`src/rtl/fmm_pkg.sv`:
```
// Shared types and helpers of the frequency meter.
// Assumes a 3-bit window code and a counter width of at least 16 bits.
package fmm_pkg;

    localparam int CNT_W = 16;

    // Control byte layout; the bit order is decoded by software.
    typedef struct packed {
        logic       clr1;      // hold counter 1 at zero
        logic [2:0] win;       // window code
        logic       straight;  // 1: measured->c1, reference->c2
        logic       enable;    // run the measurement
        logic       sel2;      // read back counter 2
        logic       preset;    // hold both counters at all ones
    } ctrl_t;

    localparam ctrl_t CTRL_RESET = '{clr1: 1'b0, win: 3'd0, straight: 1'b1,
                                     enable: 1'b0, sel2: 1'b0, preset: 1'b0};

    // Window size: 2^(2*code+1) gate ticks.
    function automatic logic [CNT_W-1:0] win_size(input logic [2:0] code);
        return CNT_W'(1) << {code, 1'b1};
    endfunction

endpackage

```
`src/rtl/fmm_prescaler.sv`:
```
// Optional power-of-two divider for the measured tick stream.
// Emits one tick per 2^DIV_LOG2 input ticks, or passes ticks through when bypassed.
// Assumes tick_in is a one-cycle strobe in the clk domain.
module fmm_prescaler #(
    parameter int DIV_LOG2 = 8
) (
    input  logic clk,
    input  logic rst_n,
    input  logic hold,
    input  logic divide,
    input  logic tick_in,
    output logic tick_out
);
    logic [DIV_LOG2-1:0] phase_q;

    // Phase counter: reset on hold, advance on each divided input tick.
    always_ff @(posedge clk) begin
        if (!rst_n || hold)
            phase_q <= '0;
        else if (tick_in && divide)
            phase_q <= phase_q + 1'b1;
    end

    // Output tick: straight through, or at the last phase of the divider.
    always_comb begin
        if (divide)
            tick_out = tick_in && (&phase_q);
        else
            tick_out = tick_in;
    end
endmodule

```
`src/rtl/fmm_counter.sv`:
```
// Up-counter with hold-at-zero and hold-at-all-ones controls.
// Zero hold wins over ones hold; wrap flags an increment from all ones.
module fmm_counter #(
    parameter int W = 16
) (
    input  logic         clk,
    input  logic         rst_n,
    input  logic         zero_hold,
    input  logic         ones_hold,
    input  logic         inc,
    output logic [W-1:0] value,
    output logic         wrap
);
    // Count register with the two hold modes.
    always_ff @(posedge clk) begin
        if (!rst_n || zero_hold)
            value <= '0;
        else if (ones_hold)
            value <= '1;
        else if (inc)
            value <= value + 1'b1;
    end

    // Wrap event: increment accepted while at all ones.
    always_comb wrap = inc && !zero_hold && !ones_hold && (&value);
endmodule

```
`src/rtl/fmm_freq_meter.sv`:
```
// Gated dual-counter frequency meter.
// Counter 2 counts gate ticks until the window size is reached, then both
// counters freeze and a one-cycle done pulse is raised. Counter 1 counts the
// other source while the window is open. All ticks are clk-domain strobes.
module fmm_freq_meter #(
    parameter int          CNT_W    = fmm_pkg::CNT_W,
    parameter int          PRE_LOG2 = 8,
    parameter logic [3:0]  ADDR_LO  = 4'hA,
    parameter logic [3:0]  ADDR_HI  = 4'hB
) (
    input  logic       clk,
    input  logic       rst_n,
    input  logic       ctrl_wr,
    input  logic [7:0] ctrl_wdata,
    input  logic [3:0] rd_addr,
    input  logic       meas_tick,
    input  logic       meas_prescale,
    input  logic       ref_tick,
    output logic [7:0] rd_data,
    output logic       ovf_flag,
    output logic       done_pulse
);
    import fmm_pkg::*;

    localparam int HALF = CNT_W / 2;

    ctrl_t              ctrl_q;
    logic               frozen_q;
    logic               run;
    logic               meas_src;
    logic               c1_tick, c2_tick;
    logic               c1_inc, c2_inc;
    logic               c1_wrap, c2_wrap;
    logic [CNT_W-1:0]   c1_val, c2_val;
    logic [CNT_W-1:0]   term_pre;
    logic               term_evt;
    logic [CNT_W-1:0]   rd_word;

    // Control byte register.
    always_ff @(posedge clk) begin
        if (!rst_n)
            ctrl_q <= CTRL_RESET;
        else if (ctrl_wr)
            ctrl_q <= ctrl_t'(ctrl_wdata);
    end

    // Counting is allowed while enabled, not frozen and not preset.
    always_comb run = ctrl_q.enable && !frozen_q && !ctrl_q.preset;

    fmm_prescaler #(.DIV_LOG2(PRE_LOG2)) u_pre (
        .clk      (clk),
        .rst_n    (rst_n),
        .hold     (ctrl_q.preset || ctrl_q.clr1),
        .divide   (meas_prescale),
        .tick_in  (meas_tick && run),
        .tick_out (meas_src)
    );

    // Source routing: straight or swapped.
    always_comb begin
        if (ctrl_q.straight) begin
            c1_tick = meas_src;
            c2_tick = ref_tick;
        end else begin
            c1_tick = ref_tick;
            c2_tick = meas_src;
        end
        c1_inc = run && c1_tick;
        c2_inc = run && c2_tick;
    end

    fmm_counter #(.W(CNT_W)) u_cnt1 (
        .clk       (clk),
        .rst_n     (rst_n),
        .zero_hold (ctrl_q.clr1),
        .ones_hold (ctrl_q.preset),
        .inc       (c1_inc),
        .value     (c1_val),
        .wrap      (c1_wrap)
    );

    fmm_counter #(.W(CNT_W)) u_cnt2 (
        .clk       (clk),
        .rst_n     (rst_n),
        .zero_hold (1'b0),
        .ones_hold (ctrl_q.preset),
        .inc       (c2_inc),
        .value     (c2_val),
        .wrap      (c2_wrap)
    );

    // Terminal condition: the gate tick that moves counter 2 to size-1.
    always_comb begin
        term_pre = win_size(ctrl_q.win) - CNT_W'(2);
        term_evt = c2_inc && (c2_val == term_pre);
    end

    // Freeze state: set at window end, released by preset or any control write.
    always_ff @(posedge clk) begin
        if (!rst_n || ctrl_q.preset || ctrl_wr)
            frozen_q <= 1'b0;
        else if (term_evt)
            frozen_q <= 1'b1;
    end

    // Done pulse: one cycle, registered from the terminal condition.
    always_ff @(posedge clk) begin
        if (!rst_n)
            done_pulse <= 1'b0;
        else
            done_pulse <= term_evt;
    end

    // Sticky wrap flag of counter 1, cleared while clear is held.
    always_ff @(posedge clk) begin
        if (!rst_n || ctrl_q.clr1)
            ovf_flag <= 1'b0;
        else if (c1_wrap)
            ovf_flag <= 1'b1;
    end

    // Readout mux: selected counter split into two bytes.
    always_comb begin
        rd_word = ctrl_q.sel2 ? c2_val : c1_val;
        case (rd_addr)
            ADDR_LO: rd_data = rd_word[7:0];
            ADDR_HI: rd_data = rd_word[HALF+7:HALF];
            default: rd_data = 8'h00;
        endcase
    end

    // The gate counter's wrap has no consumer; fold it into a named sink.
    logic unused_c2_wrap;
    always_comb unused_c2_wrap = c2_wrap;
endmodule

```
`config.mk`:
```
export PLATFORM = sky130hd
export DESIGN_NAME = fmm_freq_meter
export DESIGN_NICKNAME = d
export VERILOG_FILES = /design/src/rtl/fmm_pkg.sv /design/src/rtl/fmm_prescaler.sv /design/src/rtl/fmm_counter.sv /design/src/rtl/fmm_freq_meter.sv
export SDC_FILE = /design/constraint.sdc
export NUM_CORES = 1
export LEC_CHECK = 0
export BUFFER_PORTS_ARGS = -buffer_cell sky130_fd_sc_hd__buf_2
export CORE_MARGIN = 2
export CORE_UTILIZATION = 40
export DETAILED_ROUTE_END_ITERATION = 10
export HOLD_SLACK_MARGIN = 0.12
export PLACE_DENSITY = 0.69
export SETUP_SLACK_MARGIN = 0.2
export SLEW_MARGIN = 20
export SYNTH_ARGS = -nofsm -noshare
export SYNTH_HDL_FRONTEND = slang
export SYNTH_SLANG_ARGS = --single-unit
```
`constraint.sdc`:
```
create_clock -name clk -period 5.65 [get_ports clk]
set_input_delay 0 -clock clk [delete_from_list [all_inputs] [get_ports clk]]
set_output_delay 0 -clock clk [all_outputs]
set_load 0.01 [all_outputs]
```
; Word-level counts from Yosys, hierarchy flattened
; Index checks and enable logic that the tools add are counted.
; W data, S select, Z words.
[classes]
n_reduce_logical = 24
n_eq_ne = 3
addsub = 4
n_mux = 9
shifts = 1
[ops]
columns = op, n
row1 = $mux W16, 5
row2 = $add A16 B1 Y16 const B, 2
row3 = $eq A16 B16 Y1, 1
row4 = $pmux W8 S2, 1
row5 = $reduce_and A16 Y1, 1
row6 = $shl A1 B4 Y16 const A, 1
row7 = $sub A16 B2 Y16 const B, 1
row8 = $logic_and A1 B1 Y1, 11
row9 = $add A8 B1 Y8 const B, 1
row10 = $eq A4 B4 Y1 const B, 2
row11 = $reduce_and A8 Y1, 1
row12 = $logic_or A1 B1 Y1, 5
row13 = $logic_not A1 Y1, 4
row14 = $reduce_bool A2 Y1, 2
row15 = $mux W1, 3
[totals]
wordCells = 53
output_inout_bits = 10
in_bits = 18
reg_bits = 51

; Logic depth before layout (Yosys ltp)
; Gate-level depths: netlist of the first run.
[depth]
depth_word = 11
ltp_mapped = 11
mapped_depth_nobuf = 9

; Modules after synthesis
; Synthesis of the first run repeated with hierarchy kept, for this count alone.
[unflattened]
cells_unflattened = 344
hier_area_um2 = 3123.0
[by_module_without_submodules]
columns = mod, cells_per_inst, area_each_um2, instances, seq_area_each_um2
row1 = fmm_counter, 90, 869.6, 2, 320.3
row2 = fmm_freq_meter, 120, 1008.5, 1, 220.2
row3 = fmm_prescaler, 44, 375.4, 1, 160.2

; Worst setup path after synthesis of the first run
; OpenSTA, ideal clock, no wires.
[synth_timing]
path_type = register to register
from = register ctrl_q[4] (netlist bit)
to = register frozen_q
n_path_buf = 2
path_slack_ps = 3436
arrival_time_ps = 2156
required_ps = 5592
period_less_slack_ps = 2214
stages_incl_launch_ff = 12
setup_time_ps = 58
path_cell_list = dfxtp_1 clkbuf_1 inv_1 nand2_1 ha_1 clkbuf_1 nor3b_1 a31oi_1 o221ai_1 nand4_1 nor4b_2 o211a_1
[synth_via]
elab_chain_len = 4
[synth_lines]
columns = element, line
row1 = from (decl), fmm_freq_meter.sv:27  ; ctrl_t ctrl_q;
row2 = from (signal assigned), fmm_freq_meter.sv:44  ; ctrl_q <= ctrl_t'(ctrl_wdata);
row3 = $shl A1 B4 Y16, fmm_pkg.sv:22  ; return CNT_W'(1) << {code, 1'b1};
row4 = $sub A16 B2 Y16, fmm_freq_meter.sv:94  ; term_pre = win_size(ctrl_q.win) - CNT_W'(2);
row5 = $eq A16 B16 Y1, fmm_freq_meter.sv:95  ; term_evt = c2_inc && (c2_val == term_pre);
row6 = $logic_and A1 B1 Y1, fmm_freq_meter.sv:95
row7 = to (signal assigned), fmm_freq_meter.sv:101  ; frozen_q <= 1'b0;
row8 = to (signal assigned), fmm_freq_meter.sv:103  ; frozen_q <= 1'b1;
row9 = to (decl), fmm_freq_meter.sv:28  ; logic frozen_q;
; Every way passes these cells.
; A chain may end at the register's enable or synchronous reset.

; Final worst setup path of the first run
[layout_timing]
from = register ctrl_q[6] (netlist bit)
to = register frozen_q
; Same word-level chain as after synthesis.

==> results of run 1 <==
==> state kept, by name, summed over array words and instances (netlist names) <==
name / count
ovf_flag: 1
u_cnt2.value: 16
ctrl_q: 8
u_pre.phase_q: 8
u_cnt1.value: 16
frozen_q: 1
done_pulse: 1
==> synthesized netlist by cell type (8+ instances only) <==
| cell | count | area share [%] |
|---|---|---|
| dfxtp_1 | 51 | 34 |
| nand3_1 | 11 | 1.9 |
| clkbuf_1 | 16 | 2.0 |
| inv_1 | 8 | 1.0 |
| o22ai_1 | 10 | 2.1 |
| xor2_1 | 22 | 6.5 |
| a21oi_1 | 29 | 4.9 |
| nor3_1 | 11 | 1.9 |
| o21ai_0 | 13 | 2.2 |
| mux2i_1 | 27 | 9.1 |
| xnor2_1 | 10 | 2.9 |
| nor2_1 | 25 | 3.2 |
| and3_1 | 12 | 2.5 |
| nand4_1 | 14 | 2.9 |
| nand2_1 | 26 | 3.3 |
==> path summary, 6_finish.rpt <==
| path | slack, ps | start | to | cells past startpoint |
|---|---|---|---|---|
| worst max-delay path | 2970 | ctrl_q[6] | frozen_q | 9 |
| worst min-delay path | 140 | ctrl_wr | ctrl_q[4] | 3 |
| worst max register to register | 2970 | ctrl_q[6] | frozen_q | 9 |
| worst min register to register | 500 | ctrl_q[2] | ctrl_q[2] | 2 |
==> critical path: stages (launching register included) <==
cell and delay, ps:
dfxtp_1 630, nor2_1 140, nand2_1 100, ha_1 380, or4b_1 490, a21oi_1 160
a221o_2 130, nand4_1 100, nor4b_2 340, o211a_1 170
==> routing by layer <==
| layer | routed length (um) | part of all wire [%] |
|---|---|---|
| met5 | 0 | 0 |
| met1 | 3263 | 48 |
| met4 | 89 | 1.3 |
| met3 | 231 | 3.4 |
| met2 | 3238 | 47 |
==> cell type report <==
cell class	count	area [sq um]	share of cell area, %
timing repair buffer	36	225.2	6.777
clock inverter	1	7.507	0.2259
clock buffer	7	96.34	2.899
inverter	8	30.03	0.9036
sequential	51	1021	30.72
multi-input combinational	274	1819	54.74
tap	99	123.9	3.727
==> metrics by stage <==
step / util [%] / hold WS [ps] / instance area (sq um) / setup slack (ps) / power [mW]
floorplan: - / 61.94 / 2973 / 3436 / 0.4982
global placement: 43.38 / 215.9 / 3129 / 3119 / 0.5226
detailed placement: 43.38 / 224.8 / 3129 / 2983 / 0.5267
CTS: 46.06 / 137.2 / 3323 / 2956 / 0.7609
global route: 46.06 / 143.8 / 3323 / 2697 / 0.7952
finish: 46.06 / 141.7 / 3323 / 2973 / 0.7531
==> power groups by stage <==
stage / Clock, mW / Sequential (mW) / Combinational [mW]
final: 0.229 / 0.414 / 0.110
after global routing: 0.252 / 0.419 / 0.124
after CTS: 0.237 / 0.414 / 0.110
after detailed placement: 0 / 0.422 / 0.105
after global placement: 0 / 0.421 / 0.102
after floorplan: 0 / 0.400 / 0.0985
==> timing repair <==
item / 4_1_cts / 5_1_grt
hold buffers: 9 / 0
resized for setup: 0 / 0
endpoints found under the hold margin: 10 / 0
endpoints found under the setup margin: 0 / 0
==> kinds of logic after synthesis <==
| logic type | count (synthesis) | share of synthesized area (%) |
|---|---|---|
| multiplexers | 29 | 9.848 |
| AND/OR/NAND/NOR | 140 | 26.26 |
| buffers and inverters | 32 | 4.461 |
| AO/OA/AOI/OAI | 69 | 13.97 |
| XOR/XNOR | 32 | 9.427 |
| adder cells (fa/ha/maj) | 4 | 1.684 |
| flip-flops | 51 | 34.34 |
==> results.ini, run 1 <==
[status]
status=complete, no violations

[global_route]
grt_pass1_vias=2489
grt.met3_usage_pct=3.101
grt_first_pass_wirelength_um=11900
grt_usage_pct=17.73
grt_use_met1_pct=24.45
overflow=0
grt_start_max_net_pins=33
antenna_found_initial=0
grtUsageMet2_pct=28.26
grt_busiest_layer=met2

[synthesis]
synth_flop_cell=dfxtp_1
ys_ff_latch=51
async_flop_share_pct=0
ys_warn_count=0
netlist_area_sq_mm=0.002973
synthDistinctLibCells=46
syn_avg_cell_area_sq_um=8.327
synth_nets=379
synth_edf_count=0
synth.yosys.seq_area_share_pct=34.34
synthCells=357

[setup_path]
cp-end-kind=register
cp-start-kind=register
critPathMaxFanout=17
worstPathRequired_ps=5900
arrival_ps=2930
criticalPathCategory=register to register

[pwr]
seqPwrFrac_pct=55.0
leakage_nw=1.188
switching_share_pct=27.68
power.switching_mw=0.2084
p_comb_share_pct=14.6
p_per_area_mw_per_mm2=226.6
clkPwrFrac_pct=30.4
internal-power_mw=0.5446
peakVddDrop_v=0.0001210

[finish]
fin_cells=476
num-nets-final=398
layout.cells.most_common=dfxtp_1
final_cell_mix=dfxtp_1, a21oi_1, mux2i_1, buf_2, nand2_1
area_growth_pct=11.78
antenna_cells=0
layout-drive-gt1-share_pct=11.67
fillers=728

[timing]
skew_ps=9.642
timing.fmax_mhz=373.6
slew_headroom_pct=34.11
hold_violations=0
rsz0062_at_grt=no
drv_slew=0
fin_crit_ps=2677
finalCritPeriodShare_pct=47.38
tns_ps=0
worst_slew_pin_slew_ps=987.2
setup_viol=0

[route]
vias=2618
wl_per_cell_um=14.33
detail-route-antenna-nets=0
wl_um=6822
drtPass1Iterations=4
dr.first_iter.drc_count=204
via_per_inst=5.500
drc=0

[floorplanning]
ios=28
start_util_pct=41.21
die_area_sq_mm=0.008138
die-width_um=90.21
die_h_um=90.21
placementRows=31
core_sq_mm=0.007214

[min_path]
hp-class=primary input to register

[clocking]
path_clk_slew_ps=90
post_cts_buffers=0
cts_max_path_buffers=2
cts-root-buf=clkbuf_8
cts_sinks=51
cts-buffers-inserted=5
cts_tree=done
clock_latency_ps=300
cts_max_level=2

[place]
dp.cells=459
gp_congestion=0.8404
hpwl_um=4891
io_buffers=27

[job]
drv_cap=0

Power figures use the tool's default switching activity.
==> run 2: changes to the inputs <==
--- a/config.mk
+++ b/config.mk
@@ -5,12 +5,13 @@
 export SDC_FILE = /design/constraint.sdc
 export NUM_CORES = 1
 export LEC_CHECK = 0
+export ABC_AREA = 1
 export BUFFER_PORTS_ARGS = -buffer_cell sky130_fd_sc_hd__buf_2
 export CORE_MARGIN = 2
 export CORE_UTILIZATION = 40
 export DETAILED_ROUTE_END_ITERATION = 10
 export HOLD_SLACK_MARGIN = 0.12
-export PLACE_DENSITY = 0.69
+export PLACE_DENSITY = 0.68
 export SETUP_SLACK_MARGIN = 0.2
 export SLEW_MARGIN = 20
 export SYNTH_ARGS = -nofsm -noshare
==> constraint.sdc (replaced) <==
create_clock -name clk -period 2.5 [get_ports clk]
set_input_delay 0 -clock clk [delete_from_list [all_inputs] [get_ports clk]]
set_output_delay 0 -clock clk [all_outputs]
set_load 0.01 [all_outputs]
==> results.ini, run 2 <==
[global_route]
grt_pass1_vias=3195
grt_first_pass_wirelength_um=14850
antenna_found_initial=0
overflow=0
grt_usage_pct=20.44
grt_start_max_net_pins=34

[setup_path]
critPathMaxFanout=17
criticalPathCategory=primary input to register
arrival_ps=2390
worstPathRequired_ps=2700
cp-end-kind=register
r2r_slack_ps=640
cp-start-kind=primary input

[timing]
slew_headroom_pct=39.25
finalCritPeriodShare_pct=87.50
worst_slew_pin_slew_ps=904.3
tns_ps=0
timing.fmax_mhz=457.2
drv_slew=0
skew_ps=10.53
hold_violations=0
fin_crit_ps=2187
setup_viol=0
setup_slack_ps=312.6
hold_slack_ps=213.8
rsz0062_at_grt=no

[synthesis]
syn_avg_cell_area_sq_um=6.415
netlist_area_sq_mm=0.003329
synth_edf_count=0
synth.yosys.seq_area_share_pct=30.67
ys_warn_count=0
ys_ff_latch=51
synthTopCellsByCount=nand2_1, inv_1, o21ai_0, dfxtp_1, nor2_1
synth_most_common_cell=nand2_1
synthCells=519
yosys-top-cells-area=dfxtp_1, nand2_1, o21ai_0
synth_flop_cell=dfxtp_1
yosysTopAreaCellShare_pct=30.67
synth_largest_area_cell=dfxtp_1
synthDistinctLibCells=32
synth_nets=541
async_flop_share_pct=0

[min_path]
hp-class=primary input to register

[status]
status=complete, no violations

[finish]
area_growth_pct=13.64
top_regs=u_cnt1.value (16), u_cnt2.value (16)
antenna_cells=0
layout-drive-gt1-share_pct=9.712
fin_util_pct=46.52
final_cell_mix=nand2_1, inv_1, o21ai_0, dfxtp_1, nor2_1
layout.cells.most_common=nand2_1
num-nets-final=577
fillers=832

[route]
wl_per_cell_um=13.15
detail-route-antenna-nets=0
drc=0
vias=3418
wl_um=8689
dr.first_iter.drc_count=197
via_per_inst=5.171
drtPass1Iterations=5

[floorplanning]
start_util_pct=40.93
placementRows=33
die-width_um=95.24
ios=28
die_h_um=95.24
die_area_sq_mm=0.009070
core_sq_mm=0.008134

[clocking]
post_cts_buffers=0
cts_max_level=2
clock_latency_ps=310
cts_sinks=51
cts-root-buf=clkbuf_8
path_clk_slew_ps=90
cts-buffers-inserted=5
cts_max_path_buffers=2
cts_tree=done
cts_resized=0

[pwr]
p_per_area_mw_per_mm2=449.0
peakVddDrop_v=0.0002301
leakage_nw=1.447

[place]
gp_congestion=0.9065
hpwl_um=6220
place_ws_ps=707.2
io_buffers=27

[job]
drv_cap=0

-- run 2: changes by cell type after synthesis, sizes merged, moves of 7 or more --
cell / previous run / this run
a21oi: 31 / 44
nor3: 11 / 18
o22ai: 10 / 0
nand3: 11 / 39
inv: 8 / 61
and3: 12 / 1
a22o: 0 / 8
nor2: 27 / 49
nand2: 26 / 127
mux2i: 27 / 0
o21ai: 13 / 54
-- run 2: final cells by class --
type | count | area, sq um | area share (%)
clock buffer | 7 | 76.32 | 2.017
clock inverter | 1 | 5.005 | 0.1323
inverter | 62 | 235.2 | 6.217
multi-input combinational | 385 | 1954 | 51.65
sequential | 51 | 1021 | 26.98
tap | 105 | 131.4 | 3.472
timing repair buffer | 50 | 360.3 | 9.524
-- run 2: path summary, 6_finish.rpt --
check / endpoint / depth (start not counted) / from
min: u_pre.phase_q[1] / 5 / meas_tick
max reg2reg: ctrl_q[1] / 3 / ctrl_q[1]
min reg2reg: ovf_flag / 2 / ovf_flag
max: ctrl_q[3] / 8 / rst_n
-- run 2: what timing repair did --
action | 4_1_cts | 5_1_grt
hold endpoints to repair | 12 | 0
hold buffers | 21 | 0
setup endpoints to repair | 0 | 0
-- run 2: worst max-delay path: stages --
cell	delay (ps)
dlygate4sd3_1	520
buf_2	200
clkinv_1	110
buf_4	210
a21oi_1	140
dlygate4sd3_1	570
o21ai_0	70
dlygate4sd3_1	560
-- run 2: cells by family after synthesis --
kind of cell / count (synthesis) / synth area share (%)
xor+xnor: 25 / 6.576
buf+inv: 83 / 10.63
fa+ha+maj: 4 / 1.503
compound gates: 108 / 17.40
flops: 51 / 30.67
simple gates: 248 / 33.22
-- run 2: routing by layer --
layer  up-vias  wire [um]  track usage [%]
li1       1760          -                -
met1      1546       4181            28.43
met2       102       3979            32.98
met3        10        427            2.767
met4         0        102            5.918
met5         -          0                0
-- run 2: power breakdown --
part,internal [mW],switching [mW]
clock,0.198,0.288
sequential,0.848,0.0559
combinational,0.122,0.188
-- run 2: stage by stage --
stage	cells	area (sq um)	power (mW)
after floorplan	519	3329	1.133
after global placement	632	3492	1.196
after detailed placement	632	3492	1.199
after CTS	661	3784	1.704
after global routing	661	3784	1.791
final	661	3784	1.699
==> run 3: changes to the inputs <==
--- a/config.mk
+++ b/config.mk
@@ -12,7 +12,7 @@
 export DETAILED_ROUTE_END_ITERATION = 10
 export HOLD_SLACK_MARGIN = 0.12
 export PLACE_DENSITY = 0.68
-export SETUP_SLACK_MARGIN = 0.2
+export SETUP_SLACK_MARGIN = 0.4
 export SLEW_MARGIN = 20
 export SYNTH_ARGS = -nofsm -noshare
 export SYNTH_HDL_FRONTEND = slang
==> results.ini, run 3 (synthesized netlist as in run 2, its figures left out) <==
[route]
wl_per_cell_um=13.23
dr.first_iter.drc_count=218
wl_met3_um=374
wl_met2_um=4033
wl_um=8772
highest_layer=met4
drtPass1Iterations=4
drc=0
via_per_inst=5.131
vias=3402
wl_met1_um=4222
detail-route-antenna-nets=0

[finish]
area_growth_pct=14.21
num-nets-final=579
antenna_cells=0
final_cell_mix=nand2_1, inv_1, o21ai_0, dfxtp_1, nor2_1
layout-drive-gt1-share_pct=10.22
layout.cells.most_common=nand2_1
top_regs=u_cnt1.value (16), u_cnt2.value (16)

[place]
hpwl_um=6220
place_ws_ps=707.2
io_buffers=27
gp_congestion=0.9065

[global_route]
grt_first_pass_wirelength_um=14870
antenna_found_initial=0
grt_pass1_vias=3190
grt_usage_pct=20.49
grt_start_max_net_pins=34
overflow=0

[timing]
setup_slack_ps=569.2
fin_crit_ps=1931
finalCritPeriodShare_pct=77.23
timing.fmax_mhz=517.9
tns_ps=0
drv_slew=0
setup_viol=0
rsz0062_at_grt=no
skew_ps=11.13
slew_headroom_pct=41.54
worst_slew_pin_slew_ps=875.6
hold_violations=0

[setup_path]
critPathMaxFanout=6
r2r-start=ctrl_q[1]
worstPathRequired_ps=2700
crit_start=ctrl_wr
cp-end-kind=register
arrival_ps=2140
cp-start-kind=primary input
criticalPathCategory=primary input to register

[min_path]
worstHoldStart=rst_n
hp-class=primary input to register

[job]
drv_cap=0

[floorplanning]
start_util_pct=40.93
placementRows=33
die_area_sq_mm=0.009070
ios=28
die-width_um=95.24
die_h_um=95.24
core_sq_mm=0.008134

[clocking]
cts_max_path_buffers=2
cts-root-buf=clkbuf_8
cts_tree=done
cts_sinks=51
clock_latency_ps=310
cts_max_level=2
cts-buffers-inserted=5
path_clk_slew_ps=100

[pwr]
finalPower_mw=1.705
p_per_area_mw_per_mm2=448.3
leakage_nw=1.452
peakVddDrop_v=0.0002344

[status]
status=complete, no violations

==> run 3: timing repair <==
action / CTS / global route
hold buffers: 21 / 0
hold endpoints to repair: 12 / 0
gates resized for setup: 0 / 1
buffers inserted: 0 / 2
endpoints found under the setup margin: 0 / 1
==> run 3: path summary, 6_finish.rpt <==
| check | slack (ps) | to | cells past startpoint |
|---|---|---|---|
| min reg2reg | 460 | ovf_flag | 2 |
| max reg2reg | 650 | ctrl_q[1] | 3 |
| min | 130 | u_cnt1.value[1] | 5 |
| max | 570 | ctrl_q[0] | 7 |
==> run 3: layout make-up <==
class,count,area (sq um)
Fill cell,834,4332
Multi-Input combinational cell,385,1954
Sequential cell,51,1021
Timing Repair Buffer,52,375.4
Inverter,62,239.0
Tap cell,105,131.4
Clock buffer,7,76.32
Clock inverter,1,5.005
==> run 3: where the power goes <==
group | internal (mW) | switching, mW | total [mW] | leakage [nW]
Sequential | 0.848 | 0.0559 | 0.904 | 0.416
Combinational | 0.124 | 0.189 | 0.313 | 0.994
Clock | 0.198 | 0.290 | 0.488 | 0.0422
Total | 1.17 | 0.535 | 1.70 | 1.45
==> run 3: stage by stage <==
| stage | utilization (%) | instance area [sq um] | std cells | hold WS, ps |
|---|---|---|---|---|
| 2_1_floorplan | - | 3329 | 519 | 114.0 |
| 3_3_place_gp | 42.93 | 3492 | 632 | 215.8 |
| 3_5_place_dp | 42.93 | 3492 | 632 | 228.1 |
| 4_1_cts | 46.52 | 3784 | 661 | 125.7 |
| 5_1_grt | 46.75 | 3802 | 663 | 161.6 |
| 6_report | 46.75 | 3802 | 663 | 125.1 |
==> run 3: per-layer routing <==
metal  up-vias  GRT usage, %
li1       1765             -
met1      1545         28.43
met2        79         32.92
met3        13         2.846
met4         0         6.280
met5         -             0
==> run 3: critical path, stage by stage <==
cell           delay, ps
dlygate4sd3_1        540
buf_2                180
clkinvlp_4           130
o21ai_0              130
dlygate4sd3_1        560
nor2_1                40
dlygate4sd3_1        550
